==> src/rtl/eic_pkg.sv <==
package eic_pkg;
  localparam int EIC_SRC_W = 4;
  localparam logic [EIC_SRC_W-1:0] EIC_SRC_CLK = 4'd8;

  typedef enum logic [1:0] {
    EIC_IDLE  = 2'd0,
    EIC_ARMED = 2'd1,
    EIC_DONE  = 2'd2
  } eic_state_t;
endpackage

==> src/rtl/eic_edge_det.sv <==
module eic_edge_det #(
  parameter int STAGES = 2
) (
  input  logic clk,
  input  logic rst,
  input  logic din,
  output logic rise,
  output logic fall
);
  // sh[STAGES-1] is the synchronized sample, sh[STAGES] the previous one
  logic [STAGES:0] sh;

  always_ff @(posedge clk) begin
    if (rst) sh <= '0;
    else     sh <= {sh[STAGES-1:0], din};
  end

  assign rise = sh[STAGES-1] & ~sh[STAGES];
  assign fall = ~sh[STAGES-1] & sh[STAGES];
endmodule

==> src/rtl/eic_counter.sv <==
module eic_counter #(
  parameter int W = 32
) (
  input  logic         clk,
  input  logic         rst,
  input  logic         clr,
  input  logic         run,
  input  logic         tick,
  output logic [W-1:0] cnt,
  output logic [W-1:0] cnt_upd
);
  localparam logic [W-1:0] MAXV = '1;

  // Saturating next value; also the value latched on a capturing edge
  assign cnt_upd = (tick && cnt != MAXV) ? cnt + 1'b1 : cnt;

  always_ff @(posedge clk) begin
    if (rst)      cnt <= '0;
    else if (clr) cnt <= '0;
    else if (run) cnt <= cnt_upd;
  end
endmodule

==> src/rtl/eic_ctrl.sv <==
module eic_ctrl
  import eic_pkg::*;
#(
  parameter int W = 32
) (
  input  logic         clk,
  input  logic         rst,
  input  logic         active,
  input  logic         qual,
  input  logic [W-1:0] cnt_upd,
  output eic_state_t   state,
  output logic [W-1:0] cap_count,
  output logic         cap_flag,
  output logic         cap_valid
);
  always_ff @(posedge clk) begin
    if (rst) begin
      state     <= EIC_IDLE;
      cap_count <= '0;
      cap_flag  <= 1'b0;
      cap_valid <= 1'b0;
    end else begin
      cap_flag <= 1'b0;
      if (!active) begin
        state <= EIC_IDLE;
      end else if (qual) begin
        if (state == EIC_IDLE) begin
          state <= EIC_ARMED;
        end else begin
          cap_count <= cnt_upd;
          cap_flag  <= 1'b1;
          cap_valid <= 1'b1;
          state     <= EIC_DONE;
        end
      end
    end
  end
endmodule

==> src/rtl/edge_interval_capture.sv <==
module edge_interval_capture
  import eic_pkg::*;
#(
  parameter int CNT_W       = 32,
  parameter int SYNC_STAGES = 2
) (
  input  logic                 clk,
  input  logic                 rst,
  input  logic                 glb_en,
  input  logic                 tmr_en,
  input  logic                 cap_en,
  input  logic [EIC_SRC_W-1:0] src_sel,
  input  logic                 tick_en,
  input  logic [1:0]           edge_sel,
  input  logic                 evt_in,
  output logic [CNT_W-1:0]     cap_count,
  output logic                 cap_flag,
  output logic                 cap_valid
);
  logic             rise, fall, active, qual, tick, run;
  logic [CNT_W-1:0] cnt_q, cnt_upd;
  eic_state_t       state;

  assign active = glb_en & tmr_en & cap_en & (src_sel <= EIC_SRC_CLK);
  assign qual   = active & ((edge_sel[0] & rise) | (edge_sel[1] & fall));
  assign tick   = (src_sel == EIC_SRC_CLK) | tick_en;
  assign run    = (state != EIC_IDLE);

  eic_edge_det #(.STAGES(SYNC_STAGES)) u_edge (
    .clk(clk), .rst(rst), .din(evt_in), .rise(rise), .fall(fall)
  );

  eic_counter #(.W(CNT_W)) u_cnt (
    .clk(clk), .rst(rst), .clr(qual), .run(run), .tick(tick),
    .cnt(cnt_q), .cnt_upd(cnt_upd)
  );

  eic_ctrl #(.W(CNT_W)) u_ctrl (
    .clk(clk), .rst(rst), .active(active), .qual(qual), .cnt_upd(cnt_upd),
    .state(state), .cap_count(cap_count), .cap_flag(cap_flag),
    .cap_valid(cap_valid)
  );
endmodule

==> config.mk <==
export PLATFORM = sky130hd
export DESIGN_NAME = edge_interval_capture
export DESIGN_NICKNAME = d
export VERILOG_FILES = /design/src/rtl/eic_pkg.sv /design/src/rtl/eic_edge_det.sv /design/src/rtl/eic_counter.sv /design/src/rtl/eic_ctrl.sv /design/src/rtl/edge_interval_capture.sv
export SDC_FILE = /design/constraint.sdc
export NUM_CORES = 1
export LEC_CHECK = 0
export BUFFER_PORTS_ARGS = -buffer_cell sky130_fd_sc_hd__clkbuf_2
export CAP_MARGIN = 20
export CORE_MARGIN = 8
export CORE_UTILIZATION = 25
export DETAILED_ROUTE_END_ITERATION = 16
export PLACE_DENSITY = 0.53
export SLEW_MARGIN = 10
export SYNTH_ARGS = -nofsm -noshare
export SYNTH_HDL_FRONTEND = slang
export SYNTH_SLANG_ARGS = --single-unit
export TNS_END_PERCENT = 5
==> constraint.sdc <==
create_clock -name clk -period 2.3 [get_ports clk]
set_input_delay 0.115 -clock clk [delete_from_list [all_inputs] [get_ports clk]]
set_output_delay 0.115 -clock clk [all_outputs]
set_load 0.02 [all_outputs]
### After elaboration in Yosys (flattened, before gate mapping)

Index checks and enable logic that the tools add are counted.

* add/sub/neg operators: 1
* magnitude comparators: 1
* equal/unequal tests: 2
* mux-type cells: 3
* bitwise logic cells: 15
* reduce and logical (&&, ||, !) cells: 7

Operators with widths (count)
* 32-bit by 1-bit adder with 32-bit output (second input constant): 1
* 32-bit two-way mux: 1
* 32-bit inequality test (second input constant): 1
* 1-bit bitwise AND: 8
* 1-bit inverter: 5
* 4-bit == test (second input constant): 1
* 4-bit less-or-equal comparator (second input constant): 1
* 2-bit OR reduction: 2
* 3-bit AND reduction: 1
* 3-bit OR reduction: 1
* 2-bit logical NOT: 1
* 2-bit two-way mux: 1
* 1-bit bitwise OR: 2
* 2-bit nonzero test: 1
* 1-bit logical AND: 1
* 1-bit two-way mux: 1

* bits in registers: 71
* input port bits: 13
* word-level logic and storage cells: 35

### Logic depth before layout (Yosys ltp)

Gate-level depths: netlist of the first run.

* depth after elaboration: 7
* mapped depth: 9

### Cells and area by module

Synthesis of the first run repeated with hierarchy kept, for this count alone.

* cell total of the unflattened synthesis: 461
* area, all modules: 4052.6 um^2

By module, submodules not included
* eic_counter: times used 1, cells an instance 293, area each 2302.2 um^2, seq. area each 640.6 um^2
* eic_ctrl: times used 1, cells an instance 152, area each 1602.8 um^2, seq. area each 720.7 um^2
* eic_edge_det: times used 1, cells an instance 8, area each 91.3 um^2, seq. area each 60.1 um^2
* edge_interval_capture: times used 1, cells an instance 8, area each 56.3 um^2, seq. area each 0.0 um^2

### Least setup slack after synthesis of the first run

No wires, ideal clock.

* path kind: reg2reg
* start: register u_cnt.cnt[13]
* end: register u_ctrl.cap_count[30]
* arrival: 2126 ps
* required time: 2209 ps
* path slack: 83 ps
* stages on the path, launching flop included: 8
* period minus slack after synthesis: 2217 ps
* cells stage by stage: dfxtp_1 buf_2 nand3_2 or4_4 or3_1 buf_2 or3_1 a311oi_1

* word-level cells in the longest chain between the ends: 3

Ends and longest elaborated chain
* start: declaration: RTL line eic_counter.sv:9 `output logic [W-1:0] cnt,`
* start signal: assignment: RTL line eic_counter.sv:20 `else if (run) cnt <= cnt_upd;`
* parallel branches: the longest is 2 deep, another holds 32-bit by 1-bit adder with 32-bit output
* 32-bit two-way mux *: RTL line eic_counter.sv:15 `assign cnt_upd = (tick && cnt != MAXV) ? cnt + 1'b1 : cnt;`
* end signal: assignment: RTL line eic_ctrl.sv:30 `cap_count <= cnt_upd;`
* end: declaration: RTL line eic_ctrl.sv:12 `output logic [W-1:0] cap_count,`

Mark *: on every way between the ends.
A chain may end at the register's enable or synchronous reset.

### Worst setup path after layout of the first run

* start: register u_cnt.cnt[19]
* end: register u_ctrl.cap_count[30]

Same word-level chain as after synthesis.

==> impl_results.md, run 1 <==
- Peak supply drop: 0.000380 V
- Post-Place Cells: approximately 700
- Clk root buf: clkbuf_16
- Clk_lat worst skew: 350 ps
- CP max stage delay: 530 ps
- DR vias: 3853
- Gpl congestion: a little over 0.8
- Crit path time final: 2230 ps
- Post-Place Worst Slack: around 60 ps
- Worst path bufs/invs: 0
- CP Max Fanout: 7
- Top cells by area, synth: dfxtp_1 38%, o31ai_1 6.2%, or4_1 5.6%, a21oi_1 4.5%, or3_1 4.1%
- Detailed Route WL: around 12 mm
- Status: finished, final reports clean
- Synthesis warning total: 0
- RSZ-0062 raised after global routing: true
- Slew Viols, Final: 0
- Metal3 WL: 647 µm
- Die Y: between 100 and 150 µm
- Setup ws final: 72.1 ps
- Pre-antenna DRT Iters: 5
- Final std cells w/o fill: 718
- Reg2Reg Launch Point: u_cnt.cnt[19]
- Critical Path RT: between 2000 and 3000 ps
- Ys flop type: dfxtp_1
- Min-Delay Path Class: in2reg
- Global Route Usage Sum: 12.4%
- Slew headroom: 65.4%
- Post-layout util: 32.0%
- Ys async rst share: 0%
- CTS tree: built
- Initial antenna violation count: 0
- Setup crit end: u_ctrl.cap_count[30]
- WL/cell: 16.3 µm
- Top Layer Used: met4
- Die width: 139 µm
- Biggest area consumer among synthesized cells: dfxtp_1
- Placeable Area: 0.0150 mm²
- Setup TNS: 0 ps
- Hold WS: 151 ps
- Cells along the critical path: nand4_1 -> or4_4 -> or3_1 -> or3_1 -> a311oi_1
- Slew @ Worst Pin: around 510 ps
- Critical path origin: u_cnt.cnt[19]
- WL met1: 5.68 mm
- Post-Syn Area: approximately 0.0038 mm²
- Antenna viol nets, final: 0
- Avg Cell Area, Syn: just over 8 µm²
- CP top delay family: simple AND/OR/NAND/NOR gates
- Critical path's slowest cell: or4_4
- CTS Buffer Depth: 2
- Routed vias/inst: ~5.4
- Vias in the first global route: 3703
- Antenna diodes: 0
- Levels on crit path: 5
- Kind of critical path: reg2reg
- DP Wirelength: ~8.4 mm
- Fmax achieved: around 0.45 GHz
- Synth cell types: 48
- CP arrival: between 2000 and 2500 ps
- Startpoint Class: register
- Largest net degree at the start of global routing: 62
- H-tree lvl count: 3
- Share of the synthesized area in the top cell type: roughly 38%
- Post-synth EDFFs: 0
- Syn nets: approximately 480
- Crit end category: register
- Die area: 0.0193 mm²
- Starting Density: roughly 25%
- Final setup vio count: 0
- Synthesized instance count: 464
- IO buf count: 46
- Leakage Power: 1.55 nW
- Clk_skew: 12.0 ps
- Final worst path period share: 96.9%
- Std-Cell Rows: 45
- Max-Cap Viols: 0
- CTS Sinks: 71
- Layout area overhead: 27.0%
- DRC viols: 0
- Reg-to-Reg End: u_ctrl.cap_count[30]
- Post-synthesis sequential area ratio: between 30 and 40%
- Global-route wire length before repair: 19.3 mm
- Flops & latches, synth: between 70 and 80
- Cell Pwr Density: 546 mW/mm²
- R2R setup slack: 70 ps
- Post-route total power: 2.62 mW
- FF-to-FF path depth: 5
- Met2 WL: 5.22 mm
- Iter 0 DRT Violations: 307
- Cts bufs inserted: 9
- Most used cell, CP: or3_1
- Final nets: around 540
- Total gr overflow: 0
- Placed cell areas: 0.00446 mm²
- Post-CTS Setup Inserts: 0
- Share of post-route cells with drive strength above 1: 25.1%
- Cell area after layout: 0.00479 mm²
- Filler cell count: between 1.5k and 2k
- Top-Level Pins: 47
- Worst-path clk slew: ~60 ps
- Endpoints failing hold: 0
[layer usage]
metal | GRT usage (%) | vias to the layer above
li1 | - | 1930
met2 | 19.2 | 94
met5 | 0 | -
met4 | 4.79 | 0
met1 | 15.7 | 1815
met3 | 3.79 | 14
[placed cells by master, fill, tap and decap left out, types with 4 or more instances in the layout]
master	Yosys	layout
o211ai_1	8	8
nand3_1	21	21
o31ai_1	31	30
a211oi_1	10	9
nor4_1	8	5
buf_4	0	45
dfxtp_2	0	4
and4_1	5	5
or4_1	28	28
dfxtp_1	71	67
nor3_1	6	6
o21bai_1	5	5
a311oi_1	16	16
a31oi_1	4	4
clkbuf_2	1	46
nand4_1	18	18
a21oi_1	34	34
or3_1	25	23
nand2_1	23	22
clkbuf_16	0	9
inv_1	5	5
o21ai_0	23	23
and3_1	6	6
nor2_1	34	33
[logic make-up (layout without fill, tap and decap cells)]
group	count (synthesis)	count (layout)	share of synthesized area (%)
and+or+nand+nor	193	193	29.5
adders and majority gates	1	1	0.332
AOI/OAI and AO/OA	141	141	25.2
buffers and inverters	51	117	5.57
muxes	3	3	0.796
xor gates and xnor gates	4	4	0.929
DFF	71	71	37.7
[tightest hold or removal path, delay by kind of cell]
kind	cells	cell delay (ps)
simple gates	3	260
buf+inv	1	80
[synthesized netlist by cell type (all sizes together) (4+ instances only)]
library cell and count:
a311oi 16, nand4 18, nor4 8, inv 5, a211oi 11, o211ai 8, dfxtp 71, a21oi 34
or3 25, nor2 34, or4 29, o31ai 31, clkbuf 30, nand2 23, and4 5, and3 6
o21ai 23, nand3 22, o21bai 5, nor3 7, a31oi 4, buf 16
[area by class of cell]
type	instances	area [µm²]	area share (%)
Timing Repair Buffer	96	649	13.6
Multi-Input combinational cell	342	2180	45.6
Clock inverter	5	33.8	0.705
Sequential cell	71	1430	29.8
Tap cell	188	235	4.91
Inverter	5	18.8	0.392
Clock buffer	11	243	5.07
[where the power goes]
part           switching (mW)  internal, mW  total (mW)
combinational          0.0466        0.0268      0.0734
sequential           0.000857          1.23        1.23
clock                   0.554         0.757        1.31
[how the worst min path moves through the flow]
stage                     cells past startpoint    from               to  slack, ps
after floorplan                               1  evt_in     u_edge.sh[0]        240
after global placement                        2  evt_in     u_edge.sh[0]        330
after detailed placement                      2  evt_in     u_edge.sh[0]        330
after CTS                                     4  tmr_en  u_ctrl.state[1]        130
after global routing                          4  tmr_en  u_ctrl.state[1]        160
final                                         4  tmr_en  u_ctrl.state[1]        150
[repair_timing]
action	4_1_cts	5_1_grt
hold endpoints to repair	1	0
hold buffers	1	0
endpoints found under the setup margin	0	30
resized for setup	0	12
[registers in the layout, summed over array words and instances, names as in the netlist]
signal	count
u_ctrl.state	2
u_ctrl.cap_count	32
u_ctrl.cap_flag	1
u_cnt.cnt	32
u_edge.sh	3
u_ctrl.cap_valid	1
Power figures use the tool's default switching activity.
==> inputs of run 2 (changes only) <==
- MAX_ROUTING_LAYER: unset -> met4
- PLACE_DENSITY: 0.53 -> 0.52
- clock period: 2.3 -> 2.4 ns (I/O delays scaled with it)
==> run 2 against run 1 <==
  * Critical path depth unchanged
  * Sequential power fell by 4%
  * First-iteration DRC count grew 5.9%
  * Cell area shrank 1.4%
  * Clock skew decreased by 4.4 ps
  * Non-clock buffer count is 10 lower
  * Largest cell class unchanged
  * Flip-flop and latch count unchanged
  * Critical endpoint unchanged
==> impl_results.md, run 2 (same netlist as run 1, synthesis figures left out) <==
- Cell area after layout: approximately 0.0047 mm²
- CP Max Fanout: 8
- Leakage Power: 1.52 nW
- Cts bufs inserted: 9
- Share of post-route cells with drive strength above 1: a little under a quarter
- Gpl congestion: 0.880
- Kind of critical path: reg2reg
- CP max stage delay: 560 ps
- Footprint of the multi-input gates: 0.00216 mm²
- Placeable Area: ~0.015 mm²
- Final setup vio count: 0
- Cells along the critical path: nand4_1 -> or4_4 -> or3_1 -> or3_1 -> a311oi_1
- Post-CTS Setup Inserts: 0
- DR vias: 3827
- Top-Level Pins: 47
- Critical path origin: u_cnt.cnt[21]
- Hold WS: around 150 ps
- Min-Delay Path Class: in2reg
- Fmax achieved: between 0.4 and 0.5 GHz
- CP top delay family: simple AND/OR/NAND/NOR gates
- Max-Cap Viols: 0
- Part of the power in registers: 45.2%
- Most frequent cells in the layout: 66 x dfxtp_1, 46 x clkbuf_2, 35 x buf_4
- Sw Ratio: 21.4%
- CP arrival: 2520 ps
- Startpoint Class: register
- Placed cell areas: about 0.0044 mm²
- Endpoints failing hold: 0
- H-tree lvl count: 3
- Clk pwr share: 52.2%
- R2R setup slack: 130 ps
- Clk_skew: around 7.7 ps
- CTS Sinks: 71
- Clk_lat worst skew: 340 ps
- P_int: 2.06 mW
- Most common cell after layout, fill and taps aside: dfxtp_1
- Global-route wire length before repair: 18.9 mm
- Slew headroom: 65.5%
- Setup TNS: 0 ps
- RSZ-0062 raised after global routing: false
- IO buf count: 46
- Layout area overhead: 25.2%
- Peak supply drop: 0.000323 V
- Pre-antenna DRT Iters: 4
- WL/cell: 16.4 µm
- Largest net degree at the start of global routing: 48
- Slew Viols, Final: 0
- Die Y: 139 µm
- Post-route total power: 2.61 mW
- Worst-path clk slew: 60 ps
- Critical path's slowest cell: or4_4
- Starting Density: 25.2%
- Most used cell, CP: or3_1
- Initial antenna violation count: 0
- Detailed Route WL: approximately 12 mm
- Hold Crit Start: tmr_en
- Biggest regs: u_cnt.cnt: 32 flops, u_ctrl.cap_count: 32 flops, u_edge.sh: 3 flops
- WL met1: 5.62 mm
- Global Route Usage Sum: 12.4%
- Area taken by flip-flops and latches: between 0.001 and 0.0015 mm²
- DP Wirelength: 8.55 mm
- Clk root buf: clkbuf_16
- Die width: 139 µm
- Iter 0 DRT Violations: around 330
- Combinational share of power: 2.6%
- Total gr overflow: 0
- Vias in the first global route: 3595
- Cell Pwr Density: roughly 550 mW/mm²
- Met2 WL: 5.16 mm
- Final worst path period share: 94.4%
- Filler cell count: ~1.6k
- Antenna diodes: 0
- Post-layout util: 31.5%
- Worst path bufs/invs: 0
- Final nets: roughly 530
- Critical Path RT: 2650 ps
- Crit path time final: 2270 ps
- Antenna viol nets, final: 0
- Crit end category: register
- Routed vias/inst: approximately 5.4
- CTS Buffer Depth: 2
- Metal3 WL: 603 µm
- Die area: 0.0193 mm²
- Psw: 0.560 mW
- Slew @ Worst Pin: 512 ps
- Std-Cell Rows: between 40 and 50
- Reg2Reg Launch Point: u_cnt.cnt[21]
- DRC viols: 0
- Top Layer Used: met4
- CTS tree: built
- Status: finished, final reports clean
==> run 2: changes by cell type in the layout (fill, tap and decap cells not counted), sizes merged <==
cell,delta
buf,-10
bufinv,+1
clkinvlp,-2
==> run 2: final cells by class <==
type,count,share of cell area (%)
multi-input combinational,342,45.7
tap,188,4.98
timing repair buffer,86,12.3
clock inverter,4,0.954
clock buffer,11,5.35
sequential,71,30.2
inverter,5,0.397
==> run 2: routing by layer <==
layer | global-route usage [%] | vias up
li1 | - | 1904
met1 | 15.8 | 1827
met2 | 18.8 | 80
met3 | 2.34 | 16
met4 | 5.14 | 0
met5 | - | -
==> run 2: power groups by stage <==
stage          Combinational [mW]  Clock (mW)  Sequential [mW]
6_report                   0.0690        1.36             1.18
5_1_grt                    0.0755        1.43             1.18
4_1_cts                    0.0701        1.40             1.18
3_5_place_dp               0.0687           0             1.21
3_3_place_gp               0.0674           0             1.21
2_1_floorplan              0.0367           0             1.21
==> run 2: repair_timing <==
item | in CTS | in global routing
hold buffers | 1 | 0
hold endpoints to repair | 1 | 0
resized for setup | 0 | 7
setup endpoints to repair | 0 | 10
==> run 2: path summary, 6_finish.rpt <==
path | to | cells after the start
min reg2reg | u_edge.sh[1] | 1
max reg2reg | u_ctrl.cap_count[30] | 5
min | u_ctrl.state[1] | 4
max | u_ctrl.cap_count[30] | 5
==> run 2: through the flow <==
stage	std cells	setup WS, ps
4_1_cts	707	85.3
3_3_place_gp	691	142
3_5_place_dp	691	104
6_report	707	134
5_1_grt	707	6.65
2_1_floorplan	464	183
==> run 2: worst min-delay path, stage by stage <==
cell and delay [ps]:
clkbuf_2 80, nand3_1 80, or2_2 120, nor3_1 40
